===== config.mk =====
export PLATFORM = sky130hd
export DESIGN_NAME = pdma_channel
export DESIGN_NICKNAME = d
export VERILOG_FILES = /design/src/rtl/pdma_pkg.sv /design/src/rtl/pdma_burst_decode.sv /design/src/rtl/pdma_engine.sv /design/src/rtl/pdma_channel.sv
export SDC_FILE = /design/constraint.sdc
export NUM_CORES = 1
export LEC_CHECK = 0
export BUFFER_PORTS_ARGS = -buffer_cell sky130_fd_sc_hd__buf_4
export CAP_MARGIN = 20
export CELL_PAD_IN_SITES_DETAIL_PLACEMENT = 0
export CELL_PAD_IN_SITES_GLOBAL_PLACEMENT = 1
export CORE_ASPECT_RATIO = 1.25
export CORE_MARGIN = 5
export CORE_UTILIZATION = 43
export DETAILED_ROUTE_END_ITERATION = 8
export PLACE_DENSITY = 0.77
export RECOVER_POWER = 50
export SKIP_LAST_GASP = 1
export SLEW_MARGIN = 20
export SYNTH_ARGS = -nofsm -noshare
export SYNTH_HDL_FRONTEND = slang
export SYNTH_SLANG_ARGS = --single-unit

===== constraint.sdc =====
create_clock -name clk_i -period 3.6 [get_ports clk_i]
set_input_delay 0.72 -clock clk_i [delete_from_list [all_inputs] [get_ports clk_i]]
set_output_delay 0.72 -clock clk_i [all_outputs]
set_load 0.02 [all_outputs]

===== src/rtl/pdma_pkg.sv =====
package pdma_pkg;
    localparam logic [2:0] STOP_DONE = 3'd5;
    localparam logic [2:0] STOP_ERR  = 3'd2;

    typedef enum logic [1:0] {
        PH_IDLE = 2'd0,
        PH_RD   = 2'd1,
        PH_WR   = 2'd2
    } phase_e;
endpackage


===== src/rtl/pdma_burst_decode.sv =====
module pdma_burst_decode #(
    parameter int BCW = 4
) (
    input  logic [3:0]     code_i,
    output logic [BCW-1:0] beats_m1_o
);
    always_comb begin
        case (code_i)
            4'hF:    beats_m1_o = BCW'(15);
            4'hD:    beats_m1_o = BCW'(7);
            4'hB:    beats_m1_o = BCW'(3);
            default: beats_m1_o = '0;
        endcase
    end
endmodule


===== src/rtl/pdma_engine.sv =====
module pdma_engine
    import pdma_pkg::*;
#(
    parameter int AW  = 32,
    parameter int DW  = 32,
    parameter int TCW = 16,
    parameter int BCW = 4
) (
    input  logic           clk_i,
    input  logic           rst_ni,
    input  logic           start_i,
    input  logic           run_i,
    input  logic           abort_i,
    input  logic [TCW-1:0] tc_i,
    input  logic [BCW-1:0] beats_m1_i,
    input  logic [AW-1:0]  src_i,
    input  logic [AW-1:0]  dst_i,
    output logic           m_req_o,
    output logic           m_we_o,
    output logic [AW-1:0]  m_addr_o,
    output logic [DW-1:0]  m_wdata_o,
    input  logic           m_ready_i,
    input  logic [DW-1:0]  m_rdata_i,
    input  logic           m_err_i,
    output logic           beat_done_o,
    output logic           done_o,
    output logic           err_o,
    output logic           busy_o
);
    typedef struct packed {
        phase_e         ph;
        logic [TCW-1:0] blk;
        logic [BCW-1:0] beat;
        logic [BCW-1:0] reload;
        logic [DW-1:0]  data;
    } eng_t;

    eng_t st_d, st_q;

    always_comb begin
        st_d        = st_q;
        m_req_o     = 1'b0;
        m_we_o      = 1'b0;
        m_addr_o    = src_i;
        m_wdata_o   = st_q.data;
        beat_done_o = 1'b0;
        done_o      = 1'b0;
        err_o       = 1'b0;
        case (st_q.ph)
            PH_IDLE: begin
                if (start_i) begin
                    st_d.ph     = PH_RD;
                    st_d.blk    = tc_i;
                    st_d.beat   = beats_m1_i;
                    st_d.reload = beats_m1_i;
                end
            end
            PH_RD: begin
                if (abort_i) begin
                    st_d.ph = PH_IDLE;
                end else if (run_i) begin
                    m_req_o = 1'b1;
                    if (m_ready_i) begin
                        if (m_err_i) begin
                            err_o   = 1'b1;
                            st_d.ph = PH_IDLE;
                        end else begin
                            st_d.data = m_rdata_i;
                            st_d.ph   = PH_WR;
                        end
                    end
                end
            end
            PH_WR: begin
                if (abort_i) begin
                    st_d.ph = PH_IDLE;
                end else if (run_i) begin
                    m_req_o  = 1'b1;
                    m_we_o   = 1'b1;
                    m_addr_o = dst_i;
                    if (m_ready_i) begin
                        if (m_err_i) begin
                            err_o   = 1'b1;
                            st_d.ph = PH_IDLE;
                        end else begin
                            beat_done_o = 1'b1;
                            if (st_q.beat != '0) begin
                                st_d.beat = st_q.beat - 1'b1;
                                st_d.ph   = PH_RD;
                            end else if (st_q.blk != '0) begin
                                st_d.blk  = st_q.blk - 1'b1;
                                st_d.beat = st_q.reload;
                                st_d.ph   = PH_RD;
                            end else begin
                                done_o  = 1'b1;
                                st_d.ph = PH_IDLE;
                            end
                        end
                    end
                end
            end
            default: st_d.ph = PH_IDLE;
        endcase
    end

    assign busy_o = (st_q.ph != PH_IDLE);

    always_ff @(posedge clk_i or negedge rst_ni) begin
        if (!rst_ni) st_q <= '0;
        else         st_q <= st_d;
    end
endmodule


===== src/rtl/pdma_channel.sv =====
module pdma_channel
    import pdma_pkg::*;
#(
    parameter int          AW      = 32,
    parameter int          DW      = 32,
    parameter int          TCW     = 16,
    parameter int          BCW     = 4,
    parameter int          RAW     = 8,
    parameter logic [7:0]  CH_BASE = 8'h10
) (
    input  logic           clk_i,
    input  logic           rst_ni,
    input  logic           cfg_we_i,
    input  logic [RAW-1:0] cfg_addr_i,
    input  logic [31:0]    cfg_wdata_i,
    output logic [31:0]    cfg_rdata_o,
    output logic           m_req_o,
    output logic           m_we_o,
    output logic [AW-1:0]  m_addr_o,
    output logic [1:0]     m_size_o,
    output logic [DW-1:0]  m_wdata_o,
    input  logic           m_ready_i,
    input  logic [DW-1:0]  m_rdata_i,
    input  logic           m_err_i,
    output logic           irq_o
);
    localparam logic [RAW-1:0] OFS_GCTL = '0;
    localparam logic [RAW-1:0] OFS_CA   = RAW'(CH_BASE);
    localparam logic [RAW-1:0] OFS_CB   = RAW'(CH_BASE + 8'h4);
    localparam logic [RAW-1:0] OFS_SRC  = RAW'(CH_BASE + 8'h8);
    localparam logic [RAW-1:0] OFS_DST  = RAW'(CH_BASE + 8'hC);

    typedef struct packed {
        logic           gen;
        logic           en;
        logic           pause;
        logic [4:0]     line;
        logic [3:0]     bt;
        logic [TCW-1:0] tc;
        logic [1:0]     mode;
        logic [1:0]     width;
        logic           fs;
        logic           fd;
        logic           ei;
        logic           ci;
        logic [2:0]     ss;
        logic [AW-1:0]  src;
        logic [AW-1:0]  dst;
    } regs_t;

    regs_t regs_d, regs_q;

    logic           start, run, busy;
    logic           beat_done, done, err;
    logic [BCW-1:0] beats_m1;
    logic [AW-1:0]  step;

    // Names the bound checker observes.
    logic          gen_on, ch_en, ch_pause, fix_src, fix_dst;
    logic [1:0]    bw_code;
    logic [2:0]    stop_st;
    logic [AW-1:0] src_cur, dst_cur;

    pdma_burst_decode #(.BCW(BCW)) u_dec (
        .code_i     (regs_q.bt),
        .beats_m1_o (beats_m1)
    );

    pdma_engine #(.AW(AW), .DW(DW), .TCW(TCW), .BCW(BCW)) u_eng (
        .clk_i       (clk_i),
        .rst_ni      (rst_ni),
        .start_i     (start),
        .run_i       (run),
        .abort_i     (!regs_q.en),
        .tc_i        (regs_d.tc),
        .beats_m1_i  (beats_m1_next),
        .src_i       (regs_q.src),
        .dst_i       (regs_q.dst),
        .m_req_o     (m_req_o),
        .m_we_o      (m_we_o),
        .m_addr_o    (m_addr_o),
        .m_wdata_o   (m_wdata_o),
        .m_ready_i   (m_ready_i),
        .m_rdata_i   (m_rdata_i),
        .m_err_i     (m_err_i),
        .beat_done_o (beat_done),
        .done_o      (done),
        .err_o       (err),
        .busy_o      (busy)
    );

    assign run  = regs_q.gen && regs_q.en && !regs_q.pause;
    assign step = (regs_q.width == 2'd0) ? AW'(1) :
                  (regs_q.width == 2'd1) ? AW'(2) : AW'(4);

    always_comb begin
        regs_d = regs_q;
        start  = 1'b0;
        if (cfg_we_i) begin
            case (cfg_addr_i)
                OFS_GCTL: regs_d.gen = cfg_wdata_i[31];
                OFS_CA: begin
                    regs_d.en    = cfg_wdata_i[31];
                    regs_d.pause = cfg_wdata_i[30];
                    regs_d.line  = cfg_wdata_i[28:24];
                    regs_d.bt    = cfg_wdata_i[23:20];
                    regs_d.tc    = cfg_wdata_i[TCW-1:0];
                    start        = cfg_wdata_i[31] && !busy;
                end
                OFS_CB: begin
                    regs_d.mode  = cfg_wdata_i[29:28];
                    regs_d.width = cfg_wdata_i[27:26];
                    regs_d.fs    = cfg_wdata_i[25];
                    regs_d.fd    = cfg_wdata_i[24];
                    regs_d.ei    = cfg_wdata_i[20];
                    regs_d.ci    = cfg_wdata_i[19];
                    regs_d.ss    = regs_q.ss & cfg_wdata_i[18:16];
                end
                OFS_SRC: regs_d.src = AW'(cfg_wdata_i);
                OFS_DST: regs_d.dst = AW'(cfg_wdata_i);
                default: ;
            endcase
        end
        if (beat_done) begin
            if (!regs_q.fs) regs_d.src = regs_q.src + step;
            if (!regs_q.fd) regs_d.dst = regs_q.dst + step;
        end
        if (done) begin
            regs_d.ss = STOP_DONE;
            regs_d.en = 1'b0;
        end
        if (err) begin
            regs_d.ss = STOP_ERR;
            regs_d.en = 1'b0;
        end
    end

    // Burst length for a start comes from the value being written.
    logic [BCW-1:0] beats_m1_next;
    pdma_burst_decode #(.BCW(BCW)) u_dec_next (
        .code_i     (regs_d.bt),
        .beats_m1_o (beats_m1_next)
    );

    always_comb begin
        case (cfg_addr_i)
            OFS_GCTL: cfg_rdata_o = {regs_q.gen, 31'b0};
            OFS_CA:   cfg_rdata_o = {regs_q.en, regs_q.pause, 1'b0, regs_q.line,
                                     regs_q.bt, 4'b0, 16'(regs_q.tc)};
            OFS_CB:   cfg_rdata_o = {2'b0, regs_q.mode, regs_q.width, regs_q.fs,
                                     regs_q.fd, 3'b0, regs_q.ei, regs_q.ci,
                                     regs_q.ss, 16'b0};
            OFS_SRC:  cfg_rdata_o = 32'(regs_q.src);
            OFS_DST:  cfg_rdata_o = 32'(regs_q.dst);
            default:  cfg_rdata_o = '0;
        endcase
    end

    assign m_size_o = regs_q.width;
    assign irq_o    = ((regs_q.ss == STOP_DONE) && regs_q.ci) ||
                      ((regs_q.ss == STOP_ERR)  && regs_q.ei);

    assign gen_on   = regs_q.gen;
    assign ch_en    = regs_q.en;
    assign ch_pause = regs_q.pause;
    assign fix_src  = regs_q.fs;
    assign fix_dst  = regs_q.fd;
    assign bw_code  = regs_q.width;
    assign stop_st  = regs_q.ss;
    assign src_cur  = regs_q.src;
    assign dst_cur  = regs_q.dst;

    always_ff @(posedge clk_i or negedge rst_ni) begin
        if (!rst_ni) regs_q <= '0;
        else         regs_q <= regs_d;
    end
endmodule


==> impl_metrics.env, run 1 <==
export IMPL_outcome="finished with violations"
export IMPL_violations="capacitance limit, slew limit"
export IMPL_finalNonFillerCells=1571
export IMPL_power_switching_w=0.00119
export IMPL_via_per_inst=6.05
export IMPL_syn_avg_cell_area_um2=8.72
export IMPL_hp_class="reg -> reg"
export IMPL_ys_ff_latch=160
export IMPL_pwr_share_clk_pct=44.9
export IMPL_postCtsHoldBufs=0
export IMPL_design_power_total_w=0.00435
export IMPL_ir_drop_mv=0.345
export IMPL_syn_area_um2=10000
export IMPL_gp_congestion=0.880
export IMPL_yosysWarnings=0
export IMPL_fp_dieW_um=146
export IMPL_rr_worst_depth=10
export IMPL_synthCells=1146
export IMPL_port_buffers=177
export IMPL_synthFlopType="dfrtp_1"
export IMPL_postSynth_asyncResetShare_pct=100
export IMPL_wl_per_cell_um=22.3
export IMPL_pwr_share_seq_pct=45.5
export IMPL_relSlewSlack_pct=-22.2
export IMPL_overflow=0
export IMPL_yosysUniqueCellTypes=81
export IMPL_area_growth_pct=18.3
export IMPL_seq_area_um2=4000
export IMPL_cp_start_kind="flip-flop"
export IMPL_grt_pass1_wl_mm=54.6
export IMPL_yosysSeqAreaShare_pct=40.1
export IMPL_rr_startpoint="m_size_o[1]$_DFFE_PN0P_"
export IMPL_io_pins=178
export IMPL_rsz0062_at_grt="false"
export IMPL_antenna_found_initial=0
export IMPL_clkSlewWorstSetupHoldPaths_ps=70
export IMPL_htreeDepth=4
export IMPL_firstDrtPassIters=5
export IMPL_final_common_cell="nand2_1"
export IMPL_reg2reg_slack_ps=560
export IMPL_fmax_mhz=297
export IMPL_clk_latency_ps=440
export IMPL_path_max_fanout=18
export IMPL_endpoint_kind="output pin"
export IMPL_antennaDiodeCount=0
export IMPL_vias=9510
export IMPL_core_um2=23000
export IMPL_dp_hpwl_mm=26.0
export IMPL_path_class="reg -> out"
export IMPL_r2r_end="src_cur[20]$_DFF_PN0_"
export IMPL_switching_share_pct=27.4
export IMPL_cts_root_buf="clkbuf_16"
export IMPL_crit_end="m_addr_o[11]"
export IMPL_grtUsageTotal_pct=26.2
export IMPL_slew_violations=71
export IMPL_route_detailed_drc=0
export IMPL_skew_ps=11.0
export IMPL_dp_cells=1539
export IMPL_finalSetupViolCount=0
export IMPL_leakagePower_nw=5.55
export IMPL_wl_mm=35.1
export IMPL_pwr_share_comb_pct=9.6
export IMPL_p_int_w=0.00316
export IMPL_rows=62
export IMPL_post_cts_buffers=0
export IMPL_placed_area_um2=11400
export IMPL_grt_pass1_vias=9309
export IMPL_die_h_um=180
export IMPL_grt_max_degree=72
export IMPL_finalHoldViolations=0
export IMPL_mostFrequentLayoutCells="nand2_1, buf_4, dfrtp_1"
export IMPL_cts_buffers_inserted=17
export IMPL_cts_max_path_buffers=2
export IMPL_tns_ps=0
export IMPL_nets=1361
export IMPL_powerDensity_nw_per_um2=368
export IMPL_period_share_pct=93.5
export IMPL_die_area_um2=26400
export IMPL_fill_cells=2244
export IMPL_fin_area_um2=11800
export IMPL_syn_nets=1237
export IMPL_worst_slew_pin_slew_ps=1830
export IMPL_drt_iter0_markers=786
export IMPL_cts_resized=0
export IMPL_fin_crit_ps=3370
export IMPL_floorplan_initialDensity_pct=43.5
export IMPL_multi_input_area_um2=5290
export IMPL_crit_start="u_eng.st_q[56]$_DFFE_PN0P_"
export IMPL_clkSinkCount=160
export IMPL_required_ps=2880
export IMPL_cts_tree="done"
export IMPL_drive_gt1_share_pct=22.8
export IMPL_final_antenna_net_count=0
export IMPL_maxCapViolCount=1
export IMPL_arrival_ps=2650
export IMPL_synth_edf_count=0
per-layer routing:
metal	GRT usage [%]	share of wire [%]	vias to the layer above
met4	7.98	2.3	0
met5	0	0	-
li1	-	-	4393
met3	5.94	7.8	58
met1	34.4	42	4643
met2	43.3	48	416
worst min path at each step:
stage / end / from / slack, ps / depth (start not counted)
floorplan: ch_en$_DFFE_PN0P_ / rst_ni / 420 / 0
global placement: regs_q[99]$_DFFE_PN0P_ / regs_q[99]$_DFFE_PN0P_ / 460 / 2
detailed placement: regs_q[90]$_DFF_PN0_ / regs_q[90]$_DFF_PN0_ / 460 / 2
CTS: u_eng.st_q[48]$_DFFE_PN0P_ / rst_ni / 310 / 1
global route: regs_q[79]$_DFF_PN0_ / regs_q[79]$_DFF_PN0_ / 500 / 2
finish: regs_q[98]$_DFFE_PN0P_ / regs_q[98]$_DFFE_PN0P_ / 490 / 2
cells in the mapped netlist (12+ instances only):
master	instances	area (um2)
a211oi_1	23	173
buf_4	36	270
nand2_1	235	882
inv_1	33	124
nor4_1	18	113
nor3_1	43	215
clkbuf_1	35	131
nand4_1	14	87.6
buf_2	21	105
nor2_1	67	251
mux2_2	51	574
and4_1	12	105
a22oi_1	24	180
ha_1	12	150
a21oi_1	47	235
o21ai_0	67	335
and3_1	15	93.8
dfrtp_1	160	4000
nand3_1	30	150
sequential cells by signal, summed over array words and instances (netlist names):
signal	cells
m_size_o	2
u_eng.st_q	25
dst_cur	32
gen_on	1
fix_dst	1
regs_q	29
u_eng.m_wdata_o	32
src_cur	32
fix_src	1
stop_st	3
ch_en	1
ch_pause	1
cell families after synthesis:
logic type	after synthesis	share of synthesized area [%]
flops	160	40.1
fa+ha+maj	14	1.90
xor+xnor	2	0.175
compound gates	270	18.8
simple gates	507	25.6
buf+inv	135	7.07
mux	58	6.45
through the flow:
stage          utilization, %  setup WS [ps]  hold WS, ps
5_1_grt                  51.5           73.0          504
2_1_floorplan               -            527          424
4_1_cts                  52.2            218          310
3_5_place_dp             49.5            319          465
6_report                 51.5            233          486
3_3_place_gp             49.5            346          457
worst max-delay path: stages, from the launching register on:
cell	delay (ps)
dfrtp_1	400
inv_1	80
ha_1	230
nand4b_1	160
clkinv_1	520
buf_4	440
o21ai_0	210
buf_4	180
cell type report:
class / instances / area share, %
inverters: 34 / 1.08
multi-input cells: 851 / 44.7
repair buffers: 206 / 12.1
flip-flops and latches: 160 / 33.8
clock inverters: 15 / 1.64
clock buffers: 17 / 3.60
well taps: 288 / 3.05
power by group through the flow:
stage	sequential, W	combinational, W	clock, W
6_report	0.00198	0.000420	0.00195
3_3_place_gp	0.00201	0.000419	0
3_5_place_dp	0.00201	0.000422	0
4_1_cts	0.00198	0.000424	0.00197
5_1_grt	0.00199	0.000461	0.00204
2_1_floorplan	0.00196	0.000207	0
Power figures use the tool's default switching activity.
==> inputs of run 2 (changes only) <==
--- a/config.mk
+++ b/config.mk
@@ -14,7 +14,7 @@
 export CORE_UTILIZATION = 43
 export DETAILED_ROUTE_END_ITERATION = 8
 export PLACE_DENSITY = 0.77
-export RECOVER_POWER = 50
+export RECOVER_POWER = 25
 export SKIP_LAST_GASP = 1
 export SLEW_MARGIN = 20
 export SYNTH_ARGS = -nofsm -noshare
==> run 2 against run 1 <==
Net effect: the flow still finishes with violations (capacitance limit, slew limit); fmax down 0.31%; clock power hardly changed; setup slack lost 11 ps.
==> impl_metrics.env, run 2 (synthesis results as in run 1) <==
export IMPL_pre_cts_slack_ps=319
export IMPL_overflow=0
export IMPL_violations="capacitance limit, slew limit"
export IMPL_fp_dieW_um=146
export IMPL_dp_hpwl_mm=26.0
export IMPL_htreeDepth=4
export IMPL_cts_tree="done"
export IMPL_ir_drop_mv=0.342
export IMPL_min_to="regs_q[76]$_DFF_PN0_"
export IMPL_maxCapViolCount=1
export IMPL_reg2reg_slack_ps=540
export IMPL_io_pins=178
export IMPL_fill_cells=2202
export IMPL_powerDensity_nw_per_um2=363
export IMPL_tns_ps=0
export IMPL_clk_latency_ps=440
export IMPL_mostFrequentLayoutCells="nand2_1, buf_4, dfrtp_1"
export IMPL_drive_gt1_share_pct=25.7
export IMPL_fin_ws_ps=223
export IMPL_firstDrtPassIters=6
export IMPL_slew_violations=71
export IMPL_clkSinkCount=160
export IMPL_leakagePower_nw=5.71
export IMPL_wl_mm=35.0
export IMPL_gp_congestion=0.880
export IMPL_path_max_fanout=18
export IMPL_fin_crit_ps=3380
export IMPL_wl_per_cell_um=22.3
export IMPL_seq_area_um2=4000
export IMPL_cts_max_path_buffers=2
export IMPL_port_buffers=177
export IMPL_final_antenna_net_count=0
export IMPL_floorplan_initialDensity_pct=43.5
export IMPL_post_cts_buffers=0
export IMPL_rr_startpoint="m_size_o[1]$_DFFE_PN0P_"
export IMPL_skew_ps=12.6
export IMPL_drt_iter0_markers=821
export IMPL_design_power_total_w=0.00435
export IMPL_required_ps=2880
export IMPL_cts_resized=0
export IMPL_rows=62
export IMPL_final_util_pct=52.1
export IMPL_grt_max_degree=72
export IMPL_r2r_end="src_cur[20]$_DFF_PN0_"
export IMPL_cts_root_buf="clkbuf_16"
export IMPL_rsz0062_at_grt="false"
export IMPL_die_area_um2=26400
export IMPL_finalHoldViolations=0
export IMPL_period_share_pct=93.8
export IMPL_arrival_ps=2660
export IMPL_path_class="reg -> out"
export IMPL_finalSetupViolCount=0
export IMPL_grt_pass1_vias=9309
export IMPL_hold_start="regs_q[76]$_DFF_PN0_"
export IMPL_rr_worst_depth=10
export IMPL_antenna_found_initial=0
export IMPL_nets=1361
export IMPL_grt_pass1_wl_mm=54.6
export IMPL_cp_start_kind="flip-flop"
export IMPL_core_um2=23000
export IMPL_route_detailed_drc=0
export IMPL_final_common_cell="nand2_1"
export IMPL_fmax_mhz=296
export IMPL_via_per_inst=6.05
export IMPL_antennaDiodeCount=0
export IMPL_outcome="finished with violations"
export IMPL_relSlewSlack_pct=-23.6
export IMPL_grtUsageTotal_pct=26.2
export IMPL_hold_slack_ps=481
export IMPL_multi_input_area_um2=5290
export IMPL_endpoint_kind="output pin"
export IMPL_hold_path_depth=2
export IMPL_area_growth_pct=19.8
export IMPL_postCtsHoldBufs=0
export IMPL_hp_class="reg -> reg"
export IMPL_cts_buffers_inserted=17
export IMPL_clkSlewWorstSetupHoldPaths_ps=70
export IMPL_vias=9509
export IMPL_worst_slew_pin_slew_ps=1850
export IMPL_die_h_um=180
run 2: cell count changes in the layout (fill, tap and decap cells not counted), sizes merged:
cell | before | now
buf | 168 | 205
clkbuf | 55 | 18
run 2: worst max path at each step:
| stage | start | to | slack [ps] | depth (start not counted) |
|---|---|---|---|---|
| finish | u_eng.st_q[56]$_DFFE_PN0P_ | m_addr_o[11] | 220 | 7 |
| global route | u_eng.st_q[56]$_DFFE_PN0P_ | m_addr_o[11] | 70 | 7 |
| CTS | u_eng.st_q[56]$_DFFE_PN0P_ | m_addr_o[11] | 220 | 7 |
| detailed placement | cfg_addr_i[5] | cfg_rdata_o[27] | 320 | 7 |
| global placement | cfg_addr_i[5] | cfg_rdata_o[1] | 350 | 7 |
| floorplan | cfg_addr_i[5] | cfg_rdata_o[26] | 530 | 8 |
run 2: routing by layer:
layer	track usage (%)	up-vias	routed length [um]	part of all wire, %
li1	-	4380	-	-
met1	34.4	4627	14500	41
met2	43.3	440	17000	48
met3	5.94	62	2730	7.8
met4	7.98	0	807	2.3
met5	0	-	0	0
run 2: layout make-up:
cell class                 count  area share, %
clock buffer                  17           3.55
inverter                      34           1.07
sequential                   160           33.4
clock inverter                15           1.62
tap                          288           3.01
multi-input combinational    851           44.2
timing repair buffer         206           13.1
run 2: stage by stage:
step	area [um2]	cells
2_1_floorplan	10000	1146
3_3_place_gp	11400	1539
3_5_place_dp	11400	1539
4_1_cts	12000	1571
5_1_grt	12000	1571
6_report	12000	1571
run 2: where the power goes:
group          internal (W)  switching [W]
clock network       0.00111       0.000837
registers           0.00187       0.000111
logic              0.000179       0.000243
total               0.00316        0.00119
run 2: worst max-delay path, cell delays in order (launching register included):
cell and delay, ps:
dfrtp_1 400, inv_1 80, ha_1 230, nand4b_1 160
clkinv_1 530, buf_4 440, o21ai_0 210, buf_4 180
